===== src/rtl/rle_tag_fifo.sv =====
module rle_tag_fifo #(
  parameter int AW = 4
) (
  input  logic       clk,
  input  logic       rst_n,
  input  logic       dir,
  input  logic       wr_en,
  input  logic       wr_sel,
  input  logic [7:0] wr_data,
  input  logic       rd_en,
  input  logic       dma_rd,
  output logic [7:0] rd_data,
  output logic       rd_tag,
  output logic       empty,
  output logic       full,
  output logic       rle_tx_cap
);
  localparam int DEPTH = 1 << AW;

  logic [8:0]    mem [DEPTH];
  logic [AW-1:0] wp, rp;
  logic [AW:0]   cnt;
  logic          run;
  logic [6:0]    rpt;

  wire [8:0] head     = mem[rp];
  wire       head_len = !head[8] && !head[7];
  wire       absorb   = dir && !run && (cnt != 0) && head_len;
  wire       take     = (rd_en || dma_rd) && !empty;
  wire       hold     = take && dir && run && (rpt != 0);
  wire       pop      = absorb || (take && !hold);
  wire       push     = wr_en && !full;

  assign empty      = (cnt == 0) || (dir && !run && head_len);
  assign full       = cnt == (AW+1)'(DEPTH);
  assign rd_data    = head[7:0];
  assign rd_tag     = head[8];
  assign rle_tx_cap = 1'b0;

  always_ff @(posedge clk) begin
    if (push) mem[wp] <= {wr_sel, wr_data};
  end

  always_ff @(posedge clk) begin
    if (!rst_n) begin
      wp  <= '0;
      rp  <= '0;
      cnt <= '0;
    end else begin
      if (push) wp <= wp + 1'b1;
      if (pop)  rp <= rp + 1'b1;
      cnt <= cnt + (AW+1)'(push) - (AW+1)'(pop);
    end
  end

  always_ff @(posedge clk) begin
    if (!rst_n) begin
      run <= 1'b0;
      rpt <= '0;
    end else if (!dir) begin
      run <= 1'b0;
    end else if (absorb) begin
      run <= 1'b1;
      rpt <= head[6:0];
    end else if (take && run) begin
      if (rpt == 0) run <= 1'b0;
      else          rpt <= rpt - 1'b1;
    end
  end
endmodule


===== config.mk =====
export PLATFORM = sky130hd
export DESIGN_NAME = rle_tag_fifo
export DESIGN_NICKNAME = d
export VERILOG_FILES = /design/src/rtl/rle_tag_fifo.sv
export SDC_FILE = /design/constraint.sdc
export NUM_CORES = 1
export LEC_CHECK = 0
export CAP_MARGIN = 10
export CORE_ASPECT_RATIO = 1.1
export CORE_MARGIN = 2
export CORE_UTILIZATION = 31
export CTS_BUF_LIST = sky130_fd_sc_hd__clkbuf_2
export DETAILED_ROUTE_END_ITERATION = 8
export PLACE_DENSITY = 0.57
export SYNTH_ARGS = -nofsm -noshare
export SYNTH_HDL_FRONTEND = slang
export SYNTH_SLANG_ARGS = --single-unit

===== constraint.sdc =====
create_clock -name clk -period 3.3 [get_ports clk]
set_clock_uncertainty 0.2 [all_clocks]
set_input_delay 0.495 -clock clk [delete_from_list [all_inputs] [get_ports clk]]
set_output_delay 0.495 -clock clk [all_outputs]
set_load 0.005 [all_outputs]

==> out/qor.txt <==
outcome -> finished with violations
violated checks -> negative setup slack
routed vias/inst -> 4.73
Final ANT Viol Nets -> 0
post-route minimum period -> 3.44 ns
worst path arrival time -> 3.91 ns
hold slack final -> 0.241 ns
TritonCTS clock tree -> done
yosys warns -> 0
CORE AREA -> 21900 um^2
first-pass GRT wire length -> 22.8 mm
max_slew headroom -> 0.582
fill count -> 2040
Seq pwr share -> 0.455
total grt overflow -> 0
FMAX -> 291 MHz
area delta synth->final -> 20.7%
DRT iter0 DRCs -> 308
clk sinks -> 169
dominant synthesized flop cell -> edfxtp_1
largest net degree at the start of global routing -> 17
CP Max Fanout -> 3
worst-margin pin slew -> 0.626 ns
number of synthesized register bits -> 169
Post-synth EDFFs -> 144
clock power share -> 0.163
clk root buf -> clkbuf_2
RSZ-0062 raised after global routing -> true
Final Wtd Congestion -> 0.785
Worst-path clk slew -> 0.22 ns
Synth area leader -> edfxtp_1
number of global-route vias before repair -> 3745
Synthesized Nets -> 396
Switching Share -> 0.310
Worst Path Class, Setup -> flop to flop
initial antenna violation count -> 1
final WL -> 15.1 mm
Req. time, crit path -> 3.77 ns
layout cell share with drive strength beyond 1 -> 0.347
number of CTS-inserted buffers -> 17
final setup vio count -> 9
LEAKAGE -> 2.76 nW
Layout Cells excl Fill -> 766
worst-skew pair later-pin latency -> 0.73 ns
ys async rst share -> 0
Die Area -> 23300 um^2
Seq/Total Area, Yosys -> 0.705
dpl hpwl -> 9.87 mm
Internal -> 3.87 mW
io pins -> 27
worst vdd rail ir drop -> 237 uV
Buffers on Ports -> 25
Vias -> 3620
placed cell count -> 717
Max Root-Sink Buffers -> 2
nets -> 487
Max-Cap Viols -> 0
drc violations -> 0
number of detailed-route iterations in the first pass -> 6
htree depth -> 4
die width -> 146 um
CTS Hold Bufs -> 0
CP startpoint kind -> flop
DP Worst Slack -> -0.173 ns
CP endpoint kind -> flop
starting density of the core -> 0.312
Hold Path Class -> input pin to flop
Die Y -> 160 um
Final Max Slew Viols -> 0
synth unique cells -> 42
All-Layer GR Usage -> 0.135
final hold violations -> 0
Power Dens Cells -> 679 nW/um^2
WL per Instance -> 19.7 um
FP Rows -> 57
leading post-synthesis cells by cell area -> edfxtp_1 (63%), mux4_2 (13%), dfxtp_1 (7.3%), ha_1 (2.4%), mux2i_1 (1.9%)
post-route setup slack -> -0.138 ns
top-area cell type share of the netlist area -> 0.632
mean post-synth cell area -> 18.6 um^2
Tcrit/Tclk final -> 1.04
Combinational Power Share -> 0.382
Syn Inst Count -> 367
Sw Pwr -> 1.74 mW
post-synthesis cell area -> 6840 um^2
-- cell families after synthesis --
family | synth area share
AO/OA/AOI/OAI | 0.0196
XOR/XNOR | 0.0154
adder cells (fa/ha/maj) | 0.0267
buffers and inverters | 0.0205
flip-flops | 0.705
multiplexers | 0.164
other | 0.000548
AND/OR/NAND/NOR | 0.0483
-- synthesized netlist by cell type (2+ instances only) --
| library cell | n |
|---|---|
| edfxtp_1 | 144 |
| mux4_2 | 41 |
| dfxtp_1 | 25 |
| nor2_1 | 25 |
| inv_1 | 15 |
| ha_1 | 13 |
| mux2i_1 | 13 |
| xnor2_1 | 8 |
| a21oi_1 | 7 |
| clkbuf_1 | 7 |
| nand2_1 | 7 |
| nor3_1 | 6 |
| and2_1 | 4 |
| buf_2 | 4 |
| o21ai_0 | 4 |
| or3_1 | 4 |
| xor2_1 | 4 |
| buf_4 | 3 |
| nand2b_1 | 3 |
| nand3_1 | 3 |
| nand4_1 | 3 |
| a21o_1 | 2 |
| mux4_1 | 2 |
| o41ai_1 | 2 |
-- through the flow --
step                      instance area (um^2)  power, mW  utilization  TNS, ns
after floorplan                           6860       3.72            -        0
after global placement                    7750       4.31        0.354  -0.0713
after detailed placement                  7750       4.35        0.354   -0.173
after CTS                                 8160       5.53        0.373    -1.34
after global routing                      8250       5.93        0.377    -2.09
final                                     8250       5.61        0.377   -0.718
-- cells in the final DEF, fill, tap and decap left out, types with 10 or more instances in the layout --
cell / instances
dfxtp_1: 23
mux2i_1: 10
clkdlybuf4s50_1: 15
inv_1: 13
mux4_2: 43
edfxtp_1: 144
nor2_1: 25
ha_1: 11
clkbuf_2: 17
buf_6: 12
buf_4: 49
-- power by group through the flow --
| stage | combinational (mW) | clock (mW) | sequential (mW) |
|---|---|---|---|
| 3_5_place_dp | 1.76 | 0 | 2.60 |
| 4_1_cts | 2.04 | 0.948 | 2.55 |
| 6_report | 2.14 | 0.911 | 2.55 |
| 3_3_place_gp | 1.72 | 0 | 2.59 |
| 2_1_floorplan | 1.17 | 0 | 2.55 |
| 5_1_grt | 2.33 | 1.03 | 2.57 |
-- critical path, stage by stage, from the launching register on --
cell and delay, ns:
dfxtp_4 0.43, buf_12 0.13, buf_6 0.10, mux4_2 0.49, mux2i_1 0.18, mux2i_2 0.12, o32a_4 0.33, inv_2 0.07
ha_4 0.12, inv_2 0.04, ha_4 0.15, fa_2 0.35, a21oi_2 0.14, nor2_1 0.05, or3_1 0.36, a21oi_2 0.11
-- state kept, by name, summed over array words and instances (netlist names), named ones only --
name and cells:
run 1, wp 4, rpt 7, cnt 5, rp 4, mem 144
-- routing by layer --
layer / wire (um) / up-vias / track usage
li1: - / 1629 / -
met2: 7980 / 96 / 0.234
met4: 329 / 0 / 0.0463
met1: 6120 / 1868 / 0.163
met3: 665 / 27 / 0.0360
met5: 0 / - / 0
-- final timing paths --
check / startpoint / end / slack, ns / cells after the start
setup / recovery: flop / cnt[4] / -0.14 / 15
hold / removal: dir / run / 0.24 / 2
setup reg to reg: flop / cnt[4] / -0.14 / 15
hold reg to reg: rp[3] / rp[3] / 0.33 / 2
-- layout make-up --
type | count | area [um^2] | share of cell area
diodes | 1 | 2.50 | 0.000303
clock buffers | 17 | 85.1 | 0.0103
clock inverters | 14 | 96.3 | 0.0117
inverters | 15 | 56.3 | 0.00682
multi-input cells | 167 | 1950 | 0.237
flip-flops and latches | 169 | 4830 | 0.585
well taps | 295 | 369 | 0.0447
repair buffers | 88 | 860 | 0.104
-- timing repair --
item	CTS	global route
gates cloned	3	0
buffers inserted	12	3
resized for setup	52	18
pin swaps	4	0
setup endpoints to repair	11	12
hold endpoints to repair	0	0
(Power assumes the default switching activity.)
